## src/rtl/wdog_pkg.sv

```systemverilog
package wdog_pkg;

    localparam int unsigned WORD_W = 32;

    localparam logic [7:0] OFF_COUNT   = 8'h00;
    localparam logic [7:0] OFF_RELOAD  = 8'h04;
    localparam logic [7:0] OFF_RESTART = 8'h08;
    localparam logic [7:0] OFF_CTRL    = 8'h0C;
    localparam logic [7:0] OFF_PCFG    = 8'h18;

    localparam logic [15:0] RESTART_KEY = 16'h4755;

    localparam int unsigned CB_EN     = 0;
    localparam int unsigned CB_RSTREQ = 1;
    localparam int unsigned CB_IRQ    = 2;
    localparam int unsigned CB_SLOW   = 4;

    localparam logic [7:0] KEY_POL_HI = 8'hA5;
    localparam logic [7:0] KEY_POL_LO = 8'h5A;
    localparam logic [7:0] KEY_DRV_PP = 8'hA8;
    localparam logic [7:0] KEY_DRV_OD = 8'h8A;
    localparam int unsigned PB_POL = 31;
    localparam int unsigned PB_DRV = 30;

    localparam logic [WORD_W-1:0] RST_COUNT = 32'h03EF1480;
    localparam logic [WORD_W-1:0] RST_PCFG  = 32'h000000FF;

    typedef enum logic [1:0] {
        ST_IDLE  = 2'd0,
        ST_RUN   = 2'd1,
        ST_FIRED = 2'd2
    } wd_state_t;

endpackage

```

## src/rtl/wdog_regfile.sv

```systemverilog
module wdog_regfile
    import wdog_pkg::*;
#(
    parameter int unsigned ADDR_W     = 8,
    parameter logic [31:0] WIDTH_MASK = 32'h000FFFFF
) (
    input  logic              clk,
    input  logic              rst_n,
    input  logic [ADDR_W-1:0] addr,
    input  logic              we,
    input  logic [31:0]       wdata,
    input  logic [31:0]       cnt_q,
    input  logic [31:0]       ctrl_q,
    output logic [31:0]       rdata,
    output logic [31:0]       reload_q,
    output logic              ctrl_wr,
    output logic              restart_ok
);

    localparam logic [ADDR_W-1:0] A_COUNT   = ADDR_W'(OFF_COUNT);
    localparam logic [ADDR_W-1:0] A_RELOAD  = ADDR_W'(OFF_RELOAD);
    localparam logic [ADDR_W-1:0] A_RESTART = ADDR_W'(OFF_RESTART);
    localparam logic [ADDR_W-1:0] A_CTRL    = ADDR_W'(OFF_CTRL);
    localparam logic [ADDR_W-1:0] A_PCFG    = ADDR_W'(OFF_PCFG);

    logic [31:0] pcfg_q;
    logic [31:0] pcfg_d;
    logic        aligned;
    logic        wr_reload;
    logic        wr_pcfg;

    assign aligned    = (addr[1:0] == 2'b00);
    assign wr_reload  = we && aligned && (addr == A_RELOAD);
    assign wr_pcfg    = we && aligned && (addr == A_PCFG);
    assign ctrl_wr    = we && aligned && (addr == A_CTRL);
    assign restart_ok = we && aligned && (addr == A_RESTART) &&
                        (wdata[15:0] == RESTART_KEY);

    always_comb begin
        pcfg_d = (pcfg_q & ~WIDTH_MASK) | (wdata & WIDTH_MASK);
        unique case (wdata[31:24])
            KEY_POL_HI: pcfg_d[PB_POL] = 1'b1;
            KEY_POL_LO: pcfg_d[PB_POL] = 1'b0;
            KEY_DRV_PP: pcfg_d[PB_DRV] = 1'b1;
            KEY_DRV_OD: pcfg_d[PB_DRV] = 1'b0;
            default:    ;
        endcase
    end

    always_ff @(posedge clk or negedge rst_n) begin
        if (!rst_n) begin
            reload_q <= RST_COUNT;
            pcfg_q   <= RST_PCFG;
        end else begin
            if (wr_reload) reload_q <= wdata;
            if (wr_pcfg)   pcfg_q   <= pcfg_d;
        end
    end

    always_comb begin
        rdata = '0;
        if (aligned) begin
            unique case (addr)
                A_COUNT:  rdata = cnt_q;
                A_RELOAD: rdata = reload_q;
                A_CTRL:   rdata = ctrl_q;
                A_PCFG:   rdata = pcfg_q;
                default:  rdata = '0;
            endcase
        end
    end

    // bits outside the width field and the two flags never change
    assert_pcfg_gap_R10: assert property (@(posedge clk) disable iff (!rst_n)
        1'b1 |=> (pcfg_q[29:20] == $past(pcfg_q[29:20])));

    // a non-magic top byte leaves the flags alone
    assert_pcfg_flags_R9: assert property (@(posedge clk) disable iff (!rst_n)
        (wr_pcfg && wdata[31:24] != KEY_POL_HI && wdata[31:24] != KEY_POL_LO &&
         wdata[31:24] != KEY_DRV_PP && wdata[31:24] != KEY_DRV_OD)
        |=> (pcfg_q[31:30] == $past(pcfg_q[31:30])));

endmodule

```

## src/rtl/wdog_fsm.sv

```systemverilog
module wdog_fsm
    import wdog_pkg::*;
(
    input  logic        clk,
    input  logic        rst_n,
    input  logic        ctrl_wr,
    input  logic        restart_ok,
    input  logic [31:0] wdata,
    input  logic [31:0] reload_q,
    input  logic        tick_1mhz,
    input  logic        mc_reset_active,
    output logic [31:0] cnt_q,
    output logic [31:0] ctrl_q,
    output logic        rst_req,
    output logic        irq
);

    wd_state_t st_q, st_d;
    logic      en_accept;
    logic      dis_accept;
    logic      tick;
    logic      expire;
    logic      fired_q;
    logic      rst_req_q;

    assign en_accept  = ctrl_wr && wdata[CB_EN] && !ctrl_q[CB_EN];
    assign dis_accept = ctrl_wr && !wdata[CB_EN] && ctrl_q[CB_EN];
    assign tick       = ctrl_q[CB_SLOW] ? tick_1mhz : 1'b1;
    assign expire     = (st_q == ST_RUN) && !dis_accept && !restart_ok &&
                        (cnt_q == '0);

    // next-state logic
    always_comb begin
        st_d = st_q;
        unique case (st_q)
            ST_IDLE: begin
                if (en_accept) st_d = ST_RUN;
            end
            ST_RUN: begin
                if (dis_accept)      st_d = ST_IDLE;
                else if (expire)     st_d = mc_reset_active ? ST_IDLE : ST_FIRED;
            end
            ST_FIRED: begin
                if (dis_accept)      st_d = ST_IDLE;
                else if (restart_ok) st_d = ST_RUN;
            end
            default: st_d = ST_IDLE;
        endcase
    end

    // state register
    always_ff @(posedge clk or negedge rst_n) begin
        if (!rst_n) st_q <= ST_IDLE;
        else        st_q <= st_d;
    end

    // datapath and outputs
    always_ff @(posedge clk or negedge rst_n) begin
        if (!rst_n) begin
            cnt_q     <= RST_COUNT;
            ctrl_q    <= '0;
            fired_q   <= 1'b0;
            rst_req_q <= 1'b0;
        end else begin
            rst_req_q <= 1'b0;
            if (en_accept || dis_accept) ctrl_q <= wdata;
            if (restart_ok || en_accept) begin
                cnt_q <= reload_q;
            end else if (st_q == ST_RUN && cnt_q != '0 && tick) begin
                cnt_q <= cnt_q - 32'd1;
            end
            if (restart_ok) fired_q <= 1'b0;
            if (expire) begin
                if (mc_reset_active) begin
                    ctrl_q <= '0;
                end else begin
                    fired_q   <= 1'b1;
                    rst_req_q <= ctrl_q[CB_RSTREQ];
                end
            end
        end
    end

    assign rst_req = rst_req_q;
    assign irq     = fired_q && ctrl_q[CB_IRQ];

    // a disabled counter holds unless reloaded
    assert_idle_hold_R5: assert property (@(posedge clk) disable iff (!rst_n)
        (st_q == ST_IDLE && !restart_ok && !en_accept) |=> (cnt_q == $past(cnt_q)));

    // a running counter steps by one per tick
    assert_step_R5: assert property (@(posedge clk) disable iff (!rst_n)
        (st_q == ST_RUN && tick && cnt_q != '0 && !restart_ok && !ctrl_wr)
        |=> (cnt_q == $past(cnt_q) - 32'd1));

    // the reset request is a single-cycle pulse
    assert_req_single_R6: assert property (@(posedge clk) disable iff (!rst_n)
        rst_req |=> !rst_req);

    // a valid restart drops the interrupt
    assert_irq_clear_R7: assert property (@(posedge clk) disable iff (!rst_n)
        restart_ok |=> !irq);

    // a suppressed expiry empties control and raises nothing
    assert_suppress_R8: assert property (@(posedge clk) disable iff (!rst_n)
        (expire && mc_reset_active) |=> (!rst_req && ctrl_q == '0 && !irq));

    // a control write that keeps bit0 is not stored
    assert_ctrl_reject_R4: assert property (@(posedge clk) disable iff (!rst_n)
        (ctrl_wr && wdata[CB_EN] == ctrl_q[CB_EN] && !expire) |=> $stable(ctrl_q));

endmodule

```

## src/rtl/wdog_ctrl.sv

```systemverilog
module wdog_ctrl
    import wdog_pkg::*;
#(
    parameter int unsigned ADDR_W     = 8,
    parameter logic [31:0] WIDTH_MASK = 32'h000FFFFF
) (
    input  logic              clk,
    input  logic              rst_n,
    input  logic [ADDR_W-1:0] bus_addr,
    input  logic              bus_we,
    input  logic [31:0]       bus_wdata,
    output logic [31:0]       bus_rdata,
    input  logic              tick_1mhz,
    input  logic              mc_reset_active,
    output logic              rst_req,
    output logic              irq
);

    logic [31:0] cnt_q;
    logic [31:0] ctrl_q;
    logic [31:0] reload_q;
    logic        ctrl_wr;
    logic        restart_ok;

    wdog_regfile #(
        .ADDR_W     (ADDR_W),
        .WIDTH_MASK (WIDTH_MASK)
    ) u_regs (
        .clk        (clk),
        .rst_n      (rst_n),
        .addr       (bus_addr),
        .we         (bus_we),
        .wdata      (bus_wdata),
        .cnt_q      (cnt_q),
        .ctrl_q     (ctrl_q),
        .rdata      (bus_rdata),
        .reload_q   (reload_q),
        .ctrl_wr    (ctrl_wr),
        .restart_ok (restart_ok)
    );

    wdog_fsm u_fsm (
        .clk             (clk),
        .rst_n           (rst_n),
        .ctrl_wr         (ctrl_wr),
        .restart_ok      (restart_ok),
        .wdata           (bus_wdata),
        .reload_q        (reload_q),
        .tick_1mhz       (tick_1mhz),
        .mc_reset_active (mc_reset_active),
        .cnt_q           (cnt_q),
        .ctrl_q          (ctrl_q),
        .rst_req         (rst_req),
        .irq             (irq)
    );

endmodule

```

## config.mk

```make
export PLATFORM = sky130hd
export DESIGN_NAME = wdog_ctrl
export DESIGN_NICKNAME = d
export VERILOG_FILES = /design/src/rtl/wdog_pkg.sv /design/src/rtl/wdog_regfile.sv /design/src/rtl/wdog_fsm.sv /design/src/rtl/wdog_ctrl.sv
export SDC_FILE = /design/constraint.sdc
export NUM_CORES = 1
export LEC_CHECK = 0
export ABC_AREA = 1
export BUFFER_PORTS_ARGS = -buffer_cell sky130_fd_sc_hd__buf_4
export CORE_MARGIN = 4
export CORE_UTILIZATION = 31
export CTS_CLUSTER_SIZE = 28
export DETAILED_ROUTE_END_ITERATION = 10
export GPL_TIMING_DRIVEN = 0
export SYNTH_ARGS = -nofsm -noshare
export SYNTH_HDL_FRONTEND = slang
export SYNTH_HIERARCHICAL = 1
export SYNTH_SLANG_ARGS = --single-unit
```

## constraint.sdc

```tcl
create_clock -name clk -period 1.5 [get_ports clk]
set_input_delay 0.3 -clock clk [delete_from_list [all_inputs] [get_ports clk]]
set_output_delay 0.3 -clock clk [all_outputs]
set_load 0.005 [all_outputs]
```

---- After elaboration in Yosys (flattened, before gate mapping) ----
Cells that the tools add are included.
word-level totals
  flip-flop bits (word level) ............. 132
  input bits .............................. 45
  output and inout bits ................... 34
  word-level logic and storage cells ...... 74
operators by class
  add/subtract/negate cells ............... 1
  equal/unequal tests ..................... 14
  mux-type cells .......................... 22
  bitwise operators ....................... 1
  reductions and logical operators ........ 29
operator list
  kind                     count
  $mux W32                 6
  $pmux W32 S4             1
  $logic_not A32 Y1        1
  $or A32 B20 Y32          1
  $reduce_bool A32 Y1      1
  $sub A32 B1 Y32 const B  1
  $eq A8 B8 Y1 const B     3
  $eq A16 B15 Y1 const B   1
  $eq A8 B4 Y1 const B     2
  $logic_and A1 B1 Y1      16
  $mux W2                  6
  $eq A8 B3 Y1 const B     1
  $eq A8 B5 Y1 const B     1
  $eq A8 B7 Y1 const B     1
  $logic_not A8 Y1         1
  $mux W1                  6
  $ne A3 B1 Y1 const B     2
  $pmux W2 S3              1
  $logic_not A1 Y1         4
  $logic_not A2 Y1         2
  $pmux W1 S2              2
  $reduce_and A3 Y1        1
  $eq A2 B1 Y1 const B     1
  $eq A2 B2 Y1 const B     1
  3 further kinds          4

---- Logic depth before layout (Yosys ltp) ----
  depth in word-level cells ............... 12
  mapped depth ............................ 14
  depth with buffers taken out ............ 13

---- By module ----
Netlist, hierarchy kept.
modules (own cells, without submodules)
  module        times used  cells an instance  area an instance (µm²)  seq. area each (µm²)
  wdog_fsm      1           598                4362.9                  1716.6
  wdog_regfile  1           428                3125.5                  1376.3

---- Worst setup path before layout ----
No wires, ideal clock.
  kind .................................... input port to flip-flop
  start ................................... input bus_we
  end ..................................... register u_fsm.ctrl_q[23]
  setup time .............................. 0.116 ns
  data arrival time ....................... 2.007 ns
  required time ........................... 1.384 ns
  setup slack ............................. -0.623 ns
  stages .................................. 11
  buffers on the path ..................... 2
  path through ............................ buf_2 inv_1 nor4_1 nand2_1 nor2_1 inv_1 nand2_1 buf_2 mux2_1 inv_1 nor2_2
between the ends
  cells in the longest elaborated chain, start to end .. 9
  elaborated cells on any way between the ends .. 17
  those cells by class .................... 3 x mux; 14 x reduce/logical
ends and longest elaborated chain
  what                                 line                text
  start: declaration                   wdog_ctrl.sv:10     input logic bus_we,
  $logic_and A1 B1 Y1 * (2 in series)  wdog_regfile.sv:35  assign ctrl_wr = we && aligned && (addr == A_CTRL);
  via ctrl_wr                          wdog_ctrl.sv:22     logic ctrl_wr;
  $logic_and A1 B1 Y1 (2 in series)    wdog_fsm.sv:27      assign dis_accept = ctrl_wr && !wdata[CB_EN] && ctrl_q[CB_EN];
  $logic_not A1 Y1                     wdog_fsm.sv:29      assign expire = (st_q == ST_RUN) && !dis_accept && !restart_ok &&
  $logic_and A1 B1 Y1 (3 in series)    wdog_fsm.sv:29
  $mux W32 *                           wdog_fsm.sv:73      if (expire) begin
  end signal: assignment               wdog_fsm.sv:66      if (en_accept || dis_accept) ctrl_q <= wdata;
  end: declaration                     wdog_fsm.sv:13      output logic [31:0] ctrl_q,
The timed path passes the listed nets; every way through them passes the cells marked *.
A chain may end at the register's enable or synchronous reset.

---- Final worst setup path ----
  start ................................... input bus_addr[6]
  end ..................................... register u_fsm.ctrl_q[26]
between the ends
  cells in the longest elaborated chain, start to end .. 9
  elaborated cells on any way between the ends .. 18
  those cells by class .................... 2 x eq/ne; 3 x mux; 13 x reduce/logical
ends and longest elaborated chain
  what                               line                text
  start: declaration                 wdog_ctrl.sv:9      input logic [ADDR_W-1:0] bus_addr,
  $eq A8 B4 Y1 *                     wdog_regfile.sv:35
  $logic_and A1 B1 Y1 *              wdog_regfile.sv:35
  via ctrl_wr                        wdog_ctrl.sv:22
  $logic_and A1 B1 Y1 (2 in series)  wdog_fsm.sv:27
  $logic_not A1 Y1                   wdog_fsm.sv:29
  $logic_and A1 B1 Y1 (3 in series)  wdog_fsm.sv:29
  $mux W32 *                         wdog_fsm.sv:73
Marked as above.

==> impl_metrics.json <==
{
  "status": "complete, but fails checks",
  "violations": "setup timing",
  "crit_chain": "buf_6 > nor2_4 > nand2_4 > nor4_4 > nand2_1 > nor2_2 > inv_2 > nand2_4 > buf_4 > buf_12 > mux2_4 > inv_2 > nor2_2",
  "critical_path_class": "primary input to flip-flop",
  "critical_path.top_delay_family": "simple AND/OR/NAND/NOR gates",
  "crit_buf_inv": 5,
  "finalCritPeriodShare_pct": 120,
  "crit_path_end_kind": "flip-flop",
  "drcViolationCount": 0,
  "cts.htree.levels": 4,
  "wl_per_cell_um": 18.4,
  "nNetsFinal": 1265,
  "ir_drop_mv": 0.793,
  "die_h_um": 163,
  "relSlewSlack_pct": 69.4,
  "ys_async_sr_fraction_pct": 100,
  "cp.depth": 13,
  "synth_mux_area_share_pct": 4.64,
  "grt_start_max_net_pins": 79,
  "grt_pass1_wl_mm": 42.4,
  "wl_met1_mm": 11.4,
  "vias": 8042,
  "period_needed_ns": 1.81,
  "via_per_inst": 5.19,
  "min_delay_path_depth": 3,
  "clk_pin_slew_ns": 0.06,
  "synthAdderAreaFrac_pct": 0.167,
  "worst_pin_slew_ns": 0.458,
  "clock_path_buffers": 2,
  "fin_ws_ns": -0.306,
  "setup_viol": 101,
  "slew_violations": 0,
  "cp.required_ns": 1.81,
  "slowest_delay_ns": 0.32,
  "fp-row-count": 56,
  "dp_hpwl_mm": 18.2,
  "fin_skew_ns": 0.00816,
  "root_buffer": "clkbuf_16",
  "routed.top_layer": "met4",
  "power.density_nw_per_um2": 739,
  "n_antenna_cell": 0,
  "final_cells": 1551,
  "syn_to_final_growth_pct": 52.6,
  "fp.dieW_um": 163,
  "start_util_pct": 31.7,
  "syn-cell-area_um2": 7490,
  "p_leak_nw": 5.55,
  "hold_class": "primary input to flip-flop",
  "r2r_cells": 8,
  "core_um2": 23600,
  "ys_top_cells_by_count": "nand2_1 (321), nand3_1 (129), inv_1 (105), dfrtp_1 (90), nor2_1 (78)",
  "synth_top_cell_area_share_pct": 30.1,
  "cts-buffers-inserted": 17,
  "final_core_util_pct": 48.4,
  "drtAntennaViolNets": 0,
  "regArea_um2": 3110,
  "final.setup.tns_ns": -22.80,
  "antenna_found_initial": 0,
  "routed-wl-met3_mm": 1.99,
  "power_mw": 8.45,
  "dr.pass1.iters": 6,
  "grtUsageTotal_pct": 20.3,
  "synth_top_family_by_area": "simple AND/OR/NAND/NOR gates",
  "cp_slowest_cell": "nor4_4",
  "dp.cells": 1424,
  "multi_input_area_um2": 4500,
  "fillers": 2166,
  "place_ws_ns": -0.909,
  "routed_wirelength_mm": 28.5,
  "syn_inst": 1026,
  "synth_xor_area_share_pct": 0.702,
  "hold_violations": 0,
  "synth_area_per_cell_um2": 7.30,
  "grt_pass1_vias": 7748,
  "gr-total-overflow": 0,
  "synth_simple_gate_area_share_pct": 38.0,
  "critPathMaxFanout": 5,
  "insertion_delay_ns": 0.42,
  "drive_gt1_share_pct": 46.9,
  "wl_met2_mm": 13.8,
  "seq_area_frac_synth_pct": 41.3,
  "synth_edf_count": 0,
  "ios": 79,
  "dieArea_um2": 26700,
  "max_freq_mhz": 554,
  "dr.first_iter.drc_count": 919,
  "yosysWarnings": 6,
  "place_congestion": 0.916,
  "arrival_ns": 2.11,
  "syn-num-nets": 1072,
  "cts_tree": "built",
  "cts_sinks": 122,
  "synth_seq_cells": 122,
  "synthFlopType": "dfrtp_1",
  "port_buffers": 78,
  "synth.area.top_cells": "dfrtp_1 (30%), nand2_1 (16%), dfstp_2 (11%)",
  "max-cap-violations": 0,
  "ys_types": 35,
  "rsz0062_at_grt": "true",
  "synth-compound-area-share_pct": 5.91,
  "synthMostInstantiatedCell": "nand2_1",
  "yosys.area.top_type": "dfrtp_1",
  "crit_path_start_kind": "primary input"
}
==> per-stage QoR <==
step,hold WS [ns],area (µm²)
finish,0.114,11400
global route,0.112,11400
global placement,0.456,8700
CTS,0.107,10900
detailed placement,0.259,8730
floorplan,0.00441,7710
==> cells by family after synthesis <==
logic type | count (synthesis)
AND/OR/NAND/NOR | 627
buffers and inverters | 157
AO/OA/AOI/OAI | 82
XOR/XNOR | 6
multiplexers | 31
adder cells (fa/ha/maj) | 1
flip-flops | 122
==> layout make-up <==
type,count,share of cell area (%)
plain buffers,45,5.41
clock inverters,6,0.755
multi-input cells,747,39.3
repair inverters,1,0.0985
well taps,319,3.49
repair buffers,174,15.3
clock buffers,26,4.46
inverters,111,3.94
flip-flops and latches,122,27.2
==> what timing repair did <==
item,4_1_cts,5_1_grt
endpoints found under the setup margin,100,100
endpoints found under the hold margin,31,0
buffers inserted,57,22
hold buffers,1,0
gates resized for setup,249,99
cloned,12,5
pin swaps,51,47
==> worst register-to-register path: stages, from the launching register on <==
cell	delay, ns
dfrtp_1	0.47
nor2_4	0.13
nand2_2	0.11
nor2_4	0.13
nand4_4	0.21
nor4_4	0.22
buf_6	0.20
buf_12	0.16
nor2_2	0.05
==> flip-flops by register name, indices dropped and copies added, names as in the netlist <==
name,count
u_fsm/cnt_q,32
u_fsm/ctrl_q,32
u_regs/reload_q,32
u_regs/pcfg_q,22
u_fsm/st_q,2
u_fsm/fired_q,1
u_fsm/rst_req,1
==> path summary, 6_finish.rpt <==
kind	to	startpoint	slack, ns
worst max-delay path	u_fsm/ctrl_q[26]	bus_addr[6]	-0.31
worst min-delay path	u_regs/reload_q[21]	bus_wdata[21]	0.11
worst max register to register	u_fsm/ctrl_q[24]	u_fsm/cnt_q[15]	-0.28
worst min register to register	u_regs/pcfg_q[2]	u_regs/pcfg_q[2]	0.47
max in group asynchronous	u_regs/reload_q[25]	rst_n	0.33
min in group asynchronous	u_fsm/rst_req	rst_n	0.37
==> power by group <==
part / internal [mW] / switching [mW]
clock network: 2.67 / 1.52
registers: 3.44 / 0.120
logic: 0.311 / 0.396
==> layer usage <==
metal	up-vias	GRT usage (%)
met5	-	0
met4	0	9.68
met3	93	3.20
li1	3673	-
met2	450	33.3
met1	3826	26.1
==> cell usage in the layout (no fill, tap or decap), types with 2 or more instances in the layout <==
| cell | count |
|---|---|
| buf_12 | 19 |
| buf_16 | 6 |
| buf_2 | 7 |
| buf_4 | 117 |
| buf_6 | 42 |
| buf_8 | 19 |
| bufinv_16 | 2 |
| clkbuf_1 | 4 |
| clkbuf_16 | 20 |
| clkbuf_8 | 9 |
| clkinv_2 | 2 |
| clkinv_4 | 2 |
| dfrtp_1 | 76 |
| dfrtp_2 | 14 |
| dfstp_2 | 32 |
| inv_1 | 69 |
| inv_2 | 39 |
| mux2_2 | 2 |
| mux2_4 | 28 |
| nand2_1 | 243 |
| nand2_2 | 60 |
| nand2_4 | 27 |
| nand3_1 | 101 |
| nand3_2 | 28 |
| nand4_1 | 30 |
| nor2_1 | 52 |
| nor2_2 | 49 |
| nor2_4 | 25 |
| nor3_1 | 3 |
| nor4_4 | 2 |
| o21ai_0 | 17 |
| o21ai_1 | 45 |
| o21ai_2 | 14 |
| o21bai_1 | 4 |
| or2_2 | 3 |
| xor2_1 | 6 |
No activity file was read; power rests on OpenSTA's default activity.
